<file path="src/rtl/mgmt_pkg.sv">
package mgmt_pkg;

    localparam int N_PRE  = 20;
    localparam int N_HDR  = 14;
    localparam int N_TA   = 2;
    localparam int N_DATA = 16;
    localparam int N_TAIL = 3;
    localparam int FRAME_W = N_HDR + N_TA + N_DATA;
    localparam int N_WR    = N_PRE + FRAME_W;
    localparam int N_RD    = N_WR + N_TAIL;
    localparam int BIT_CW  = $clog2(N_RD + 1);

    typedef logic [BIT_CW-1:0] bit_cnt_t;

    localparam bit_cnt_t PRE_BITS   = bit_cnt_t'(N_PRE);
    localparam bit_cnt_t RD_DRIVEN  = bit_cnt_t'(N_PRE + N_HDR);
    localparam bit_cnt_t WR_DRIVEN  = bit_cnt_t'(N_WR);
    localparam bit_cnt_t WR_LAST    = bit_cnt_t'(N_WR - 1);
    localparam bit_cnt_t RD_LAST    = bit_cnt_t'(N_RD - 1);
    localparam bit_cnt_t CAP_FIRST  = bit_cnt_t'(N_PRE + N_HDR + N_TA);
    localparam bit_cnt_t CAP_LAST   = bit_cnt_t'(N_PRE + N_HDR + N_TA + N_DATA - 1);

    localparam logic [1:0] START_CODE = 2'b01;
    localparam logic [1:0] OP_WRITE   = 2'b01;
    localparam logic [1:0] OP_READ    = 2'b10;
    localparam logic [1:0] TA_WRITE   = 2'b10;

    typedef enum logic [1:0] {
        PRES_NONE = 2'b00,
        PRES_INT  = 2'b01,
        PRES_EXT  = 2'b10
    } presence_e;

    typedef enum logic [1:0] {
        ST_IDLE,
        ST_FRAME,
        ST_PROBE_CLK,
        ST_PROBE_WAIT
    } seq_state_e;

    typedef struct packed {
        logic        ext;
        logic        write;
        logic [4:0]  phy;
        logic [4:0]  regad;
        logic [15:0] wdata;
    } mgmt_req_t;

    function automatic logic [FRAME_W-1:0] build_frame(mgmt_req_t r);
        return {START_CODE, (r.write ? OP_WRITE : OP_READ), r.phy, r.regad,
                TA_WRITE, r.wdata};
    endfunction

    function automatic presence_e decode_presence(logic int_line, logic ext_line);
        if (ext_line)      return PRES_EXT;
        else if (int_line) return PRES_INT;
        else               return PRES_NONE;
    endfunction

endpackage

</file>
<file path="src/rtl/mgmt_div.sv">
module mgmt_div #(
    parameter int CLK_HALF = 50
) (
    input  logic clk,
    input  logic rst,
    input  logic clear,
    output logic tick
);
    localparam int CW = (CLK_HALF > 1) ? $clog2(CLK_HALF) : 1;
    localparam logic [CW-1:0] CNT_LAST = CW'(CLK_HALF - 1);

    logic [CW-1:0] cnt;

    always_ff @(posedge clk) begin
        if (rst || clear)
            cnt <= '0;
        else if (cnt == CNT_LAST)
            cnt <= '0;
        else
            cnt <= cnt + 1'b1;
    end

    assign tick = !clear && (cnt == CNT_LAST);

endmodule

</file>
<file path="src/rtl/mgmt_seq.sv">
module mgmt_seq
    import mgmt_pkg::*;
#(
    parameter int PROBE_WAIT = 50000
) (
    input  logic      clk,
    input  logic      rst,
    input  logic      tick,
    input  logic      req_valid,
    input  mgmt_req_t req,
    input  logic      probe_start,
    output logic      busy,
    output logic      done,
    output logic      div_clear,
    output logic      mdc,
    output logic      md_oe,
    output logic      drive_bit,
    output logic      cur_port,
    output logic      cap_en,
    output logic      probe_sample
);
    localparam int WCW = (PROBE_WAIT > 1) ? $clog2(PROBE_WAIT) : 1;
    localparam logic [WCW-1:0] WAIT_LAST = WCW'(PROBE_WAIT - 1);

    seq_state_e          state;
    logic                phase;
    bit_cnt_t            bit_idx;
    logic [FRAME_W-1:0]  shreg;
    logic                port_q;
    logic                write_q;
    logic [WCW-1:0]      wait_cnt;

    bit_cnt_t last_bit;
    bit_cnt_t drive_end;
    logic     in_data;
    logic     at_sample_phase;

    always_comb begin
        last_bit        = write_q ? WR_LAST : RD_LAST;
        drive_end       = write_q ? WR_DRIVEN : RD_DRIVEN;
        busy            = (state != ST_IDLE);
        div_clear       = (state == ST_IDLE) || (state == ST_PROBE_WAIT);
        mdc             = phase;
        md_oe           = (state == ST_FRAME) && (bit_idx < drive_end);
        drive_bit       = (bit_idx < PRE_BITS) ? 1'b1 : shreg[FRAME_W-1];
        cur_port        = port_q;
        in_data         = (bit_idx >= CAP_FIRST) && (bit_idx <= CAP_LAST);
        // external samples late in the low phase, internal late in the high phase
        at_sample_phase = port_q ? !phase : phase;
        cap_en          = (state == ST_FRAME) && tick && !write_q && in_data
                          && at_sample_phase;
        probe_sample    = (state == ST_PROBE_WAIT) && (wait_cnt == WAIT_LAST);
    end

    always_ff @(posedge clk) begin
        if (rst) begin
            state    <= ST_IDLE;
            phase    <= 1'b0;
            bit_idx  <= '0;
            shreg    <= '0;
            port_q   <= 1'b0;
            write_q  <= 1'b0;
            wait_cnt <= '0;
            done     <= 1'b0;
        end else begin
            done <= 1'b0;
            unique case (state)
                ST_IDLE: begin
                    if (req_valid) begin
                        state   <= ST_FRAME;
                        phase   <= 1'b0;
                        bit_idx <= '0;
                        shreg   <= build_frame(req);
                        port_q  <= req.ext;
                        write_q <= req.write;
                    end else if (probe_start) begin
                        state <= ST_PROBE_CLK;
                        phase <= 1'b1;
                    end
                end
                ST_FRAME: begin
                    if (tick) begin
                        if (!phase) begin
                            phase <= 1'b1;
                        end else begin
                            phase <= 1'b0;
                            if (bit_idx >= PRE_BITS)
                                shreg <= {shreg[FRAME_W-2:0], 1'b1};
                            if (bit_idx == last_bit) begin
                                state   <= ST_IDLE;
                                bit_idx <= '0;
                                done    <= 1'b1;
                            end else begin
                                bit_idx <= bit_idx + 1'b1;
                            end
                        end
                    end
                end
                ST_PROBE_CLK: begin
                    if (tick) begin
                        phase    <= 1'b0;
                        state    <= ST_PROBE_WAIT;
                        wait_cnt <= '0;
                    end
                end
                ST_PROBE_WAIT: begin
                    if (wait_cnt == WAIT_LAST) begin
                        state <= ST_IDLE;
                        done  <= 1'b1;
                    end else begin
                        wait_cnt <= wait_cnt + 1'b1;
                    end
                end
                default: state <= ST_IDLE;
            endcase
        end
    end

    AST_DRIVE_IN_LOW: assert property (@(posedge clk) disable iff (rst)
        ((drive_bit != $past(drive_bit)) || (md_oe != $past(md_oe))) |-> !phase);
    AST_DONE_SINGLE: assert property (@(posedge clk) disable iff (rst)
        done |=> !done);
    AST_DONE_NOT_BUSY: assert property (@(posedge clk) disable iff (rst)
        done |-> !busy);
    AST_REFUSE_BUSY: assert property (@(posedge clk) disable iff (rst)
        (busy && req_valid) |=> ($stable(port_q) && $stable(write_q)));
    AST_PROBE_RELEASED: assert property (@(posedge clk) disable iff (rst)
        (state == ST_PROBE_WAIT) |-> (!phase && !md_oe));
    AST_BIT_RANGE: assert property (@(posedge clk) disable iff (rst)
        (state == ST_FRAME) |-> (bit_idx <= last_bit));

endmodule

</file>
<file path="src/rtl/mgmt_capture.sv">
module mgmt_capture
    import mgmt_pkg::*;
#(
    parameter int NUM_PORTS = 2
) (
    input  logic        clk,
    input  logic        rst,
    input  logic        cap_en,
    input  logic        port_sel,
    input  logic        mdi_int,
    input  logic        mdi_ext,
    input  logic        probe_sample,
    output logic [15:0] rd_data,
    output presence_e   presence
);
    logic [NUM_PORTS-1:0] mdi_vec;
    logic                 sel_bit;

    assign mdi_vec = {mdi_ext, mdi_int};
    assign sel_bit = mdi_vec[port_sel];

    always_ff @(posedge clk) begin
        if (rst) begin
            rd_data  <= '0;
            presence <= PRES_NONE;
        end else begin
            if (cap_en)
                rd_data <= {rd_data[14:0], sel_bit};
            if (probe_sample)
                presence <= decode_presence(mdi_int, mdi_ext);
        end
    end

endmodule

</file>
<file path="src/rtl/mgmt_frame_master.sv">
module mgmt_frame_master
    import mgmt_pkg::*;
#(
    parameter int CLK_HALF   = 50,
    parameter int PROBE_WAIT = 50000
) (
    input  logic        clk,
    input  logic        rst,
    input  logic        req_valid,
    input  logic        req_ext,
    input  logic        req_write,
    input  logic [4:0]  req_phy,
    input  logic [4:0]  req_reg,
    input  logic [15:0] req_wdata,
    input  logic        probe_start,
    output logic        busy,
    output logic        done,
    output logic [15:0] rd_data,
    output logic [1:0]  presence,
    output logic        mdc,
    output logic        md_oe,
    output logic        mdo_int,
    output logic        mdo_ext,
    input  logic        mdi_int,
    input  logic        mdi_ext
);
    localparam int NUM_PORTS = 2;

    mgmt_req_t            req;
    logic                 tick;
    logic                 div_clear;
    logic                 drive_bit;
    logic                 cur_port;
    logic                 cap_en;
    logic                 probe_sample;
    logic [NUM_PORTS-1:0] mdo_vec;
    presence_e            pres;

    assign req = '{ext: req_ext, write: req_write, phy: req_phy,
                   regad: req_reg, wdata: req_wdata};

    mgmt_div #(.CLK_HALF(CLK_HALF)) u_div (
        .clk   (clk),
        .rst   (rst),
        .clear (div_clear),
        .tick  (tick)
    );

    mgmt_seq #(.PROBE_WAIT(PROBE_WAIT)) u_seq (
        .clk          (clk),
        .rst          (rst),
        .tick         (tick),
        .req_valid    (req_valid),
        .req          (req),
        .probe_start  (probe_start),
        .busy         (busy),
        .done         (done),
        .div_clear    (div_clear),
        .mdc          (mdc),
        .md_oe        (md_oe),
        .drive_bit    (drive_bit),
        .cur_port     (cur_port),
        .cap_en       (cap_en),
        .probe_sample (probe_sample)
    );

    mgmt_capture #(.NUM_PORTS(NUM_PORTS)) u_cap (
        .clk          (clk),
        .rst          (rst),
        .cap_en       (cap_en),
        .port_sel     (cur_port),
        .mdi_int      (mdi_int),
        .mdi_ext      (mdi_ext),
        .probe_sample (probe_sample),
        .rd_data      (rd_data),
        .presence     (pres)
    );

    // only the selected port carries frame bits; the other idles high
    for (genvar p = 0; p < NUM_PORTS; p++) begin : g_port
        assign mdo_vec[p] = (md_oe && (cur_port == 1'(p))) ? drive_bit : 1'b1;
    end

    assign mdo_int  = mdo_vec[0];
    assign mdo_ext  = mdo_vec[1];
    assign presence = pres;

    AST_IDLE_LINES: assert property (@(posedge clk) disable iff (rst)
        !busy |-> (!mdc && !md_oe && mdo_int && mdo_ext));
    AST_CAP_RELEASED: assert property (@(posedge clk) disable iff (rst)
        cap_en |-> !md_oe);

endmodule

</file>
<file path="config.mk">
export PLATFORM = sky130hd
export DESIGN_NAME = mgmt_frame_master
export DESIGN_NICKNAME = d
export VERILOG_FILES = /design/src/rtl/mgmt_pkg.sv /design/src/rtl/mgmt_div.sv /design/src/rtl/mgmt_seq.sv /design/src/rtl/mgmt_capture.sv /design/src/rtl/mgmt_frame_master.sv
export SDC_FILE = /design/constraint.sdc
export NUM_CORES = 1
export LEC_CHECK = 0
export BUFFER_PORTS_ARGS = -buffer_cell sky130_fd_sc_hd__buf_2
export CAP_MARGIN = 10
export CORE_MARGIN = 4
export CORE_UTILIZATION = 45
export CTS_CLUSTER_DIAMETER = 150
export DETAILED_ROUTE_END_ITERATION = 10
export PLACE_DENSITY = 0.61
export SKIP_CTS_REPAIR_TIMING = 1
export SYNTH_ARGS = -nofsm -noshare
export SYNTH_HDL_FRONTEND = slang
export SYNTH_SLANG_ARGS = --single-unit
</file>
<file path="constraint.sdc">
create_clock -name clk -period 2.55 [get_ports clk]
set_input_delay 0.3825 -clock clk [delete_from_list [all_inputs] [get_ports clk]]
set_output_delay 0.3825 -clock clk [all_outputs]
set_load 0.005 [all_outputs]
</file>
==> summary.md <==
Outcome
• run status: complete, no violations

Place
• Area after DPL: 0.00439 mm^2
• I/O Buffers: 57
• half-perimeter wire length of the detailed placement result: 5600 um
• routability congestion estimate from global placement: 0.861
• number of cells in the design after placement: 582
• post-place setup slack: 0.221 ns

Timing
• final hold slack: 0.293 ns
• Max Clk Rate: 403 MHz
• worst-margin pin slew: 0.540 ns
• final number of max-transition violations: 0
• time the worst path needs with I/O delays and setup: 2.48 ns
• period utilisation layout: 97.3%
• Setup TNS Final: 0 ns
• worst max-slew margin expressed relative to the limit: 63.1%
• post-route clock skew: 0.0143 ns
• count of endpoints failing hold in the final timing report: 0
• final worst-path setup slack: 0.0686 ns
• final count of negative-setup-slack endpoints: 0
• RSZ-0062 raised after global routing: yes

Detailed routing
• count of unresolved DRC violations after routing: 0
• total length of routed wires: 8010 um
• average vias per placed instance: 5.24
• DR vias: 3148
• post-detailed-route wirelength per cell: 13.3 um
• Starting DRT DRC Count: 100
• first drt pass iteration count: 4
• post-detailed-route count of antenna-violating nets: 0

Clock tree
• deepest level of the CTS H-tree: 3
• CTS tree: built
• root cell of the clock tree: clkbuf_8
• Clk Latency, worst-skew pair: 0.36 ns
• Sink Count: 84
• Clk pin slew, worst setup/hold paths: 0.08 ns
• clock buffers created by TritonCTS: 9
• clock buffer depth: 2

Hold path
• worst min-delay path class: primary input to flip-flop
• worst min-delay path startpoint: req_ext

Die
• number of rows in the core area: 34
• top-level I/O count: 58
• vertical extent of the die: 103 um
• area inside the core boundary: 0.00872 mm^2
• Die Outline Area: 0.0105 mm^2
• starting density of the core: 46.1%
• die width: 103 um

Setup path
• source of the critical timing path: u_seq.write_q
• cell-by-cell trace of the critical path: inv_4 -> ha_4 -> o21ai_2 -> a21boi_1 -> o21ai_1 -> nand2_1 -> or4_1 -> buf_2
• top fanout value on the critical path: 5
• cell with the biggest individual delay on the critical path: or4_1
• Worst setup EP type: output pin
• CP arrival: 2.10 ns
• r2r startpoint: u_seq.state[0]
• setup slack on the worst flop-to-flop path: 0.24 ns
• largest stage delay on the critical path: 0.52 ns
• Crit path max-delay family: simple AND/OR/NAND/NOR gates
• element type at the critical path start: flip-flop
• count of buffer and inverter cells on the critical path: 2
• Req. time, crit path: 2.17 ns
• Setup Crit Path Kind: flip-flop to output pin

Yosys
• number of enable flip-flop cells after synthesis: 0
• Synth Area per Inst: 9.33 um^2
• top post-synthesis cells by area: dfxtp_1 42%, mux2i_1 11%, nor2_1 7.8%
• cell taking the most area after synthesis: dfxtp_1
• share of synthesized area occupied by flip-flops and latches: 41.8%
• syn_nets: 477
• fraction of registers with async set/reset: 0%
• Post-Syn Instances: 431
• post-synthesis instance area: 0.00402 mm^2
• Most used DFF post-synth: dfxtp_1
• number of synthesis warnings: 0
• flop and latch count out of synthesis: 84
• area fraction of the dominant cell type after synthesis: 41.8%
• library cells used by synthesis: 59

Layout
• Finished Core Util: 53.6%
• Inserted Diodes: 0
• most frequent cells in the layout: 84 x nor2_1, 81 x dfxtp_1, 57 x buf_2, 45 x mux2i_1, 30 x a211oi_1
• share of final-layout standard cells stronger than drive strength 1: 22.7%
• relative area change from synthesis to final layout: 16.3%
• most frequent standard cell in the layout excluding fill and tap cells: nor2_1
• cell area after layout: 0.00468 mm^2
• Nets: 534
• final standard cell count with taps included and fillers excluded: 601

Pwr
• power density over the cells: 974 mW/mm^2
• switching pwr: 1.67 mW
• worst supply voltage drop on vdd: 0.776 mV
• cell internal power dissipation: 2.89 mW
• switching part of the total: 36.6%
• logic gate share of total power: 38.1%
• total power draw: 4.56 mW
• Pleak: 1.86 nW
• proportion of power drawn by flip-flops and latches: 38.7%
• Clk pwr share: 23.2%

Global route
• total global routing overflow: 0
• number of antenna violations at the first check in global routing: 0
• via count of the first global-routing pass: 2958
• wire length of the first global-routing pass: 13600 um
• maximum number of pins on one net before global-route repair: 58
• overall routing resource usage: 16.0%

Run
• max-capacitance violation count: 0

==> sequential cells by signal, summed over array words and instances (netlist names) <==
register / cells
u_seq.shreg: 32
u_cap.rd_data: 16
u_seq.wait_cnt: 16
u_div.cnt: 6
u_seq.bit_idx: 6
u_cap.presence: 2
u_seq.state: 2
u_seq.cur_port: 1
u_seq.done: 1
u_seq.mdc: 1
u_seq.write_q: 1
==> logic make-up after synthesis <==
family                   count (synthesis)  synth area share, %
adder cells (fa/ha/maj)                 12                 3.73
flip-flops                              84                 41.8
XOR/XNOR                                25                 5.44
buffers and inverters                   40                 5.23
AO/OA/AOI/OAI                           68                 13.2
AND/OR/NAND/NOR                        156                 19.1
multiplexers                            46                 11.5
==> routing by layer <==
metal | share of wire (%) | GRT usage (%)
met5 | 0 | 0
met1 | 50 | 22.0
met2 | 45 | 24.7
met3 | 3.3 | 3.38
met4 | 1.7 | 6.26
==> final timing paths <==
kind,endpoint,cells after the start
worst max-delay path,mdo_int,8
worst min-delay path,u_seq.cur_port,3
worst max register to register,u_seq.shreg[17],8
worst min register to register,u_cap.presence[0],2
==> cell type report <==
| type | count | area (um^2) |
|---|---|---|
| clock buffers | 10 | 128 |
| clock inverters | 6 | 96.3 |
| fillers | 790 | 4050 |
| inverters | 14 | 55.1 |
| multi-input cells | 307 | 2160 |
| flip-flops and latches | 84 | 1690 |
| well taps | 108 | 135 |
| repair buffers | 72 | 410 |
==> power by group through the flow <==
stage | combinational [mW] | clock [mW] | sequential (mW)
5_1_grt | 1.99 | 1.15 | 1.80
3_3_place_gp | 1.68 | 0 | 1.79
4_1_cts | 1.72 | 1.09 | 1.76
3_5_place_dp | 1.72 | 0 | 1.79
6_report | 1.73 | 1.06 | 1.76
2_1_floorplan | 1.40 | 0 | 1.75
==> cell usage after synthesis (all sizes together) (2+ instances only) <==
cell / number
nand2: 17
xnor2: 23
ha: 12
nand3: 16
nand2b: 4
and4bb: 2
a31oi: 2
nor4: 5
a311oi: 4
and4: 2
o21ai: 4
mux2i: 45
clkbuf: 16
nor3: 4
and2: 3
inv: 14
a21oi: 12
dfxtp: 84
a2111oi: 7
buf: 10
nor2: 84
a211oi: 31
nor2b: 2
xor2: 2
nand4: 6
==> tightest hold or removal path, cell delays in order <==
cell and delay (ns):
buf_2 0.10, nand3_1 0.06, a21oi_1 0.06
No activity file was read; power rests on OpenSTA's default activity.
